==> config.mk <==
export PLATFORM = sky130hd
export DESIGN_NAME = vfd_shift_driver
export DESIGN_NICKNAME = d
export VERILOG_FILES = /design/src/rtl/vfd_shift_driver.sv
export SDC_FILE = /design/constraint.sdc
export NUM_CORES = 1
export LEC_CHECK = 0
export ABC_CLOCK_PERIOD_IN_PS = 2700
export CORE_UTILIZATION = 30
export DETAILED_ROUTE_END_ITERATION = 6
export PLACE_DENSITY = 0.49
export SETUP_SLACK_MARGIN = 0.5
export SKIP_LAST_GASP = 1
export SLEW_MARGIN = 40
export SYNTH_ARGS = -nofsm -noshare
export SYNTH_HDL_FRONTEND = slang
export SYNTH_SLANG_ARGS = --single-unit
==> constraint.sdc <==
create_clock -name clk -period 2.7 [get_ports clk]
set_input_delay 0.27 -clock clk [delete_from_list [all_inputs] [get_ports clk]]
set_output_delay 0.27 -clock clk [all_outputs]
set_load 0.05 [all_outputs]
==> src/rtl/vfd_shift_driver.sv <==
module vfd_shift_driver #(
  parameter int NUM_OUT = 60
) (
  input  logic               clk,
  input  logic               rst_n,
  input  logic               shift_clk,
  input  logic               ser_in,
  input  logic               load_stb,
  input  logic               out_en,
  input  logic               lamp_test,
  output logic               ser_out,
  output logic [NUM_OUT-1:0] drv
);

  logic [NUM_OUT-1:0] stage_q;
  logic [NUM_OUT-1:0] hold_q;
  logic               shift_clk_q;
  logic               load_stb_q;
  logic               out_en_q;
  logic               lamp_test_q;

  logic shift_edge;
  logic load_edge;
  logic wipe;

  assign shift_edge = shift_clk & ~shift_clk_q;
  assign load_edge  = load_stb & ~load_stb_q;
  assign wipe       = shift_edge & load_stb;

  always_ff @(posedge clk or negedge rst_n) begin
    if (!rst_n) begin
      shift_clk_q <= 1'b0;
      load_stb_q  <= 1'b0;
      out_en_q    <= 1'b0;
      lamp_test_q <= 1'b0;
      stage_q     <= '0;
      hold_q      <= '0;
    end else begin
      shift_clk_q <= shift_clk;
      load_stb_q  <= load_stb;
      out_en_q    <= out_en;
      lamp_test_q <= lamp_test;
      if (wipe) begin
        stage_q <= '0;
        hold_q  <= '0;
      end else begin
        if (shift_edge) stage_q <= {stage_q[NUM_OUT-2:0], ser_in};
        if (load_edge)  hold_q  <= stage_q;
      end
    end
  end

  assign ser_out = stage_q[NUM_OUT-1];
  assign drv     = !out_en_q ? '0 : (lamp_test_q ? '1 : hold_q);

endmodule

==> metrics.md, run 1 <==
| Metric | Value |
|---|---|
| Final cell utilization of the core | `37.9%` |
| WHS Path Cells | `1` |
| Via Count | `4689` |
| CP Cell Sequence | `buf_12 > o21a_1 > dlygate4sd2_1` |
| Worst Max-Slew Pin Slew | `0.693 ns` |
| Critical path required time | `2.43 ns` |
| CP top delay family | `buffers and inverters` |
| Crit path capture type | `primary output` |
| DRC | `0` |
| Worst-path clk slew | `0.06 ns` |
| P_leak | `3.63 nW` |
| Slowest cell delay on critical path | `0.53 ns` |
| Postcts setup bufs | `0` |
| Synthesized area | `6100 um^2` |
| Io pins | `68` |
| Top sig layer | `met4` |
| H-tree lvl count | `4` |
| R2R Setup Slk | `1.14 ns` |
| Dpl cell area | `6880 um^2` |
| NumNets Final | `716` |
| Crit Path Class | `flip-flop to primary output` |
| Number of fill cells in the layout | `1984` |
| Clock Path Buffers | `2` |
| Via/cell ratio | `4.75` |
| Fin. Hold Viols | `0` |
| Syn Area/Cell | `9.05 um^2` |
| Non-filler cells in the finished layout | `987` |
| Final Cycle Share | `75.5%` |
| Site Rows | `51` |
| Max Slew Vio Count | `0` |
| Hold EP | `out_en_q$_DFF_PN0_` |
| Clock latency on the worst-skew pair | `0.41 ns` |
| VDD IR max | `461 uV` |
| Met1 wire length | `7100 um` |
| GPL Wtd Cong | `0.711` |
| Clock Sinks | `124` |
| Slowest cell on crit path | `dlygate4sd2_1` |
| Routed WL | `14300 um` |
| Slew headroom | `53.8%` |
| Seq/Total Area, Yosys | `50.9%` |
| Hold slack | `0.291 ns` |
| Vias in the first global route | `4811` |
| Max-cap violations | `0` |
| Startpoint Class | `flip-flop` |
| Chip height | `145 um` |
| Grt total ovfl | `0` |
| First-pass GRT wire length | `24400 um` |
| Drt pass-1 iters | `5` |
| Clk_skew | `0.00740 ns` |
| Initial core utilization | `30.9%` |
| Synthesized flop and latch total | `124` |
| CP max FO | `60` |
| Layout area overhead | `22.5%` |
| Netlist cell types | `20` |
| CTS buffer count | `17` |
| Fmax | `0.490 GHz` |
| Syn nets | `681` |
| Tot GR Track Use | `15.0%` |
| Dpl hpwl | `8280 um` |
| P per Cell Area | `726 nW/um^2` |
| Seq. cell area | `3110 um^2` |
| Design Power | `5.42 mW` |
| Iter 0 DRT Violations | `291` |
| Pre-CTS WS | `0.778 ns` |
| Final WS setup | `0.661 ns` |
| Buf+Inv Stages, Crit Path | `2` |
| PortBufs | `67` |
| Synth warnings | `0` |
| Crit path time final | `2.04 ns` |
| Core ar. | `19700 um^2` |
| Post-Place Cells | `954` |
| Fin area | `7470 um^2` |
| Root Driver | `clkbuf_16` |
| Footprint of the multi-input gates | `2350 um^2` |
| RR Endpoint | `hold_q[54]$_DFFE_PN0P_` |
| Share of layout cells above drive strength 1 | `7.48%` |
| Avg WL per Cell | `14.5 um` |
| Final setup viols | `0` |
| Cells after Synth | `674` |
| Antenna Cells | `0` |
| CTS tree | `yes` |
| WP depth | `3` |
| Met3 routed WL | `381 um` |
| Hold_sp | `out_en` |
| Final setup TNS | `0 ns` |
| RSZ-0062 raised after global routing | `no` |
| HP Class | `primary input to flip-flop` |
| CP arrival | `1.77 ns` |
| Routed wl met2 | `6630 um` |
| Largest net degree at the start of global routing | `74` |
| Worst reg2reg path depth | `4` |
| Initial antenna violation count | `0` |
| Die footprint | `20900 um^2` |
| Outcome | `complete, no violations` |
| Die width | `145 um` |
| Crit Reg-Reg Startpoint | `load_stb_q$_DFF_PN0_` |
| Antenna-violating nets left | `0` |
==> registers in the layout, summed over array words and instances, names as in the netlist <==
register / flops
out_en_q: 1
lamp_test_q: 1
load_stb_q: 1
shift_clk_q: 1
hold_q: 60
stage_q: 60
==> timing repair <==
item                                    4_1_cts  5_1_grt
hold endpoints to repair                     47        0
endpoints found under the setup margin       60        0
hold buffers                                  1        0
gates resized for setup                      60        0
==> cells in the mapped netlist (all sizes together) <==
master,count,share of area [%]
o21ai,59,4.8
inv,61,3.8
o22ai,60,6.2
clkbuf,9,0.64
nand2,119,7.3
and2,2,0.21
buf,58,6.2
a21oi,58,4.8
nand2b,2,0.33
nand3b,59,7.3
dfrtp,124,51
a31oi,2,0.21
and2b,1,0.12
o21a,60,7.4
==> cells in the final DEF (no fill, tap or decap), types with 17 or more instances in the layout <==
cell,Yosys,final
o21a_1,60,60
inv_1,60,60
o21ai_1,19,19
dfrtp_1,124,121
nand2_1,119,119
a21oi_1,58,58
clkbuf_16,0,17
nand3b_1,59,59
o21ai_0,40,40
o22ai_1,60,60
dlygate4sd2_1,0,60
==> routing by layer <==
| layer | global-route usage, % | up-vias |
|---|---|---|
| li1 | - | 2360 |
| met1 | 20.0 | 2254 |
| met2 | 24.0 | 66 |
| met3 | 2.88 | 9 |
| met4 | 5.43 | 0 |
| met5 | 0 | - |
==> area by class of cell <==
type | count | area share [%]
sequential | 124 | 41.6
tap | 265 | 4.44
inverter | 61 | 3.07
multi-input combinational | 422 | 31.5
clock buffer | 21 | 6.30
clock inverter | 11 | 2.53
timing repair buffer | 83 | 10.6
==> power by group <==
| part | leakage, nW | internal [mW] | switching, mW |
|---|---|---|---|
| Clock | 0.319 | 1.71 | 0.808 |
| Combinational | 1.71 | 0.259 | 0.573 |
| Sequential | 1.61 | 1.98 | 0.0983 |
| Total | 3.63 | 3.94 | 1.48 |
==> worst max-delay path by stage <==
stage / endpoint / from
after CTS: drv[54] / out_en_q$_DFF_PN0_
after floorplan: drv[10] / out_en_q$_DFF_PN0_
after detailed placement: drv[54] / out_en_q$_DFF_PN0_
after global placement: drv[54] / lamp_test_q$_DFF_PN0_
final: drv[54] / out_en_q$_DFF_PN0_
after global routing: drv[57] / lamp_test_q$_DFF_PN0_
==> kinds of logic after synthesis <==
kind of cell | count (synthesis) | share of synthesized area, %
compound gates | 239 | 23.3
buf+inv | 128 | 10.5
flops | 124 | 50.9
simple gates | 183 | 15.2
No activity file was read; power rests on OpenSTA's default activity.
==> run 2: changes to the inputs <==
--- a/config.mk
+++ b/config.mk
@@ -5,10 +5,10 @@
 export SDC_FILE = /design/constraint.sdc
 export NUM_CORES = 1
 export LEC_CHECK = 0
-export ABC_CLOCK_PERIOD_IN_PS = 2700
+export ABC_CLOCK_PERIOD_IN_PS = 1800
 export CORE_UTILIZATION = 30
 export DETAILED_ROUTE_END_ITERATION = 6
-export PLACE_DENSITY = 0.49
+export PLACE_DENSITY = 0.51
 export SETUP_SLACK_MARGIN = 0.5
 export SKIP_LAST_GASP = 1
 export SLEW_MARGIN = 40
==> constraint.sdc (replaced) <==
create_clock -name clk -period 1.8 [get_ports clk]
set_input_delay 0.18 -clock clk [delete_from_list [all_inputs] [get_ports clk]]
set_output_delay 0.18 -clock clk [all_outputs]
set_load 0.05 [all_outputs]
==> run 2 against run 1 <==
Net effect: via count grew 4.5%; setup slack worse by 0.49 ns; sequential power increased by 50%; die area stayed put; clock skew shrank 0.0021 ns; critical path depth unchanged; highest routed layer unchanged; critical path type unchanged.
==> metrics.md, run 2 (synthesis results as in run 1) <==
| Metric | Value |
|---|---|
| H-tree lvl count | `4 (unchanged)` |
| CP endpoint | `drv[50]` |
| Startpoint Class | `flip-flop` |
| Slew headroom | `70.9% (+17 points)` |
| Most common cell after layout, fill and taps aside | `dfrtp_1` |
| Routed WL | `14400 um (+0.80%)` |
| Critical path required time | `1.62 ns (-0.81 ns)` |
| Root Driver | `clkbuf_16` |
| Vias in the first global route | `4714 (-2.0%)` |
| Crit path capture type | `primary output` |
| Final setup viols | `0 (unchanged)` |
| Initial antenna violation count | `0 (unchanged)` |
| Share of layout cells above drive strength 1 | `16.1% (+8.6 points)` |
| P per Cell Area | `1030 nW/um^2 (+42%)` |
| GPL Wtd Cong | `0.734 (+3.3%)` |
| CTS buffer count | `17 (unchanged)` |
| Clock latency on the worst-skew pair | `0.42 ns (about the same)` |
| Post-Place Cells | `959 (+0.52%)` |
| VDD IR max | `671 uV (+46%)` |
| PortBufs | `67 (unchanged)` |
| Final Cycle Share | `90.3%` |
| Via/cell ratio | `4.94 (+4.0%)` |
| Postcts setup bufs | `0 (unchanged)` |
| Dpl hpwl | `8700 um (+5.2%)` |
| RSZ-0062 raised after global routing | `yes` |
| Footprint of the multi-input gates | `2360 um^2 (about the same)` |
| Hold_sp | `load_stb` |
| Avg WL per Cell | `14.5 um (+0.29%)` |
| Drt pass-1 iters | `6 (+1)` |
| RR Endpoint | `stage_q[36]$_DFFE_PN0P_` |
| Worst-path clk slew | `0.05 ns (about the same)` |
| Pre-CTS WS | `0.251 ns (-0.527 ns)` |
| Met3 routed WL | `597 um (+57%)` |
| Antenna Cells | `0 (unchanged)` |
| Final setup TNS | `0 ns (unchanged)` |
| Layout area overhead | `35.4%` |
| Grt total ovfl | `0 (unchanged)` |
| R2R Setup Slk | `0.60 ns (-0.54 ns)` |
| Clock Sinks | `124 (unchanged)` |
| Die footprint | `20900 um^2 (unchanged)` |
| Routed wl met2 | `6800 um (+2.6%)` |
| Iter 0 DRT Violations | `365 (+25%)` |
| Regs by FF count | `hold_q (60), stage_q (60)` |
| Hold slack | `0.130 ns (-0.161 ns)` |
| HP Class | `primary input to flip-flop` |
| Worst Max-Slew Pin Slew | `0.436 ns (-0.257 ns)` |
| Fin. Hold Viols | `0 (unchanged)` |
| Critical Path Source | `lamp_test_q$_DFF_PN0_` |
| Max-cap violations | `0 (unchanged)` |
| Final WS setup | `0.175 ns (-0.486 ns)` |
| Largest net degree at the start of global routing | `90 (+22%)` |
| Crit Reg-Reg Startpoint | `shift_clk_q$_DFF_PN0_` |
| Io pins | `68 (unchanged)` |
| Worst reg2reg path depth | `4 (unchanged)` |
| First-pass GRT wire length | `24000 um (-1.8%)` |
| Die width | `145 um (unchanged)` |
| CP max FO | `60 (unchanged)` |
| Tot GR Track Use | `14.7% (-0.30 points)` |
| Initial core utilization | `30.9% (unchanged)` |
| Crit path time final | `1.62 ns` |
| Number of fill cells in the layout | `1869 (-5.8%)` |
| Antenna-violating nets left | `0 (unchanged)` |
| DRC | `0 (unchanged)` |
| CP arrival | `1.44 ns (-0.33 ns)` |
| NumNets Final | `722 (+0.84%)` |
| Top sig layer | `met4` |
| Met1 wire length | `6790 um (-4.3%)` |
| Seq. cell area | `3110 um^2 (unchanged)` |
| Core ar. | `19700 um^2 (unchanged)` |
| Final cell utilization of the core | `41.9% (+4.0 points)` |
| Non-filler cells in the finished layout | `992 (+0.51%)` |
| Clock Path Buffers | `2 (unchanged)` |
| Fmax | `0.615 GHz` |
| P_leak | `3.87 nW (+6.4%)` |
| CTS tree | `yes` |
| Site Rows | `51 (unchanged)` |
| Crit Path Class | `flip-flop to primary output` |
| Via Count | `4902 (+4.5%)` |
| Outcome | `complete, no violations` |
| Clk_skew | `0.00525 ns (-0.00215 ns)` |
| Chip height | `145 um (unchanged)` |
| Max Slew Vio Count | `0 (unchanged)` |
| Most frequent cells in the layout | `121 x dfrtp_1, 119 x nand2_1, 69 x buf_12` |
-- run 2: cell types whose count changed in the layout (fill, tap and decap cells not counted), sizes merged --
cell           previous run  this run
clkbuf                   21        25
clkinv                    4         2
dlygate4sd2              60         0
clkdlybuf4s50             5         4
clkinvlp                  2         0
buf                      17        83
-- run 2: layer usage --
metal | global-route usage, % | vias up
met1 | 19.7 | 2394
met4 | 5.76 | 0
met3 | 3.21 | 16
met2 | 22.8 | 112
met5 | 0 | -
li1 | - | 2380
-- run 2: stage by stage --
stage	instance area, um^2	power [mW]
3_5_place_dp	7540	4.82
5_1_grt	8260	8.85
3_3_place_gp	7540	4.79
2_1_floorplan	6100	4.09
6_report	8260	8.52
4_1_cts	8210	8.57
-- run 2: worst max-delay path, cell delays in order (launching register included) --
cell and delay [ns]:
dfrtp_2 0.41, buf_12 0.19, o21a_1 0.25, buf_12 0.15
-- run 2: worst min-delay path by stage --
stage                             endpoint  slack, ns  cells after the start
global route          load_stb_q$_DFF_PN0_       0.12                      1
floorplan            hold_q[0]$_DFFE_PN0P_      -0.12                      0
finish                load_stb_q$_DFF_PN0_       0.13                      1
global placement    hold_q[24]$_DFFE_PN0P_       0.15                      1
detailed placement  hold_q[26]$_DFFE_PN0P_       0.15                      1
CTS                   load_stb_q$_DFF_PN0_       0.10                      1
-- run 2: layout make-up --
class                           instances  area share (%)
Multi-Input combinational cell        422            28.5
Inverter                               61            2.83
Sequential cell                       124            37.6
Tap cell                              265            4.02
Clock inverter                          7            1.94
Timing Repair Buffer                   89            19.2
Clock buffer                           24            5.83
-- run 2: timing repair --
item / CTS / global route
setup endpoints to repair: 78 / 71
hold buffers: 1 / 0
resized for setup: 12 / 6
endpoints found under the hold margin: 27 / 0
gates cloned: 0 / 1
-- run 2: power breakdown --
group | internal (mW) | switching [mW] | leakage (nW)
clock network | 2.55 | 1.18 | 0.314
registers | 2.97 | 0.151 | 1.61
logic | 0.730 | 0.936 | 1.95
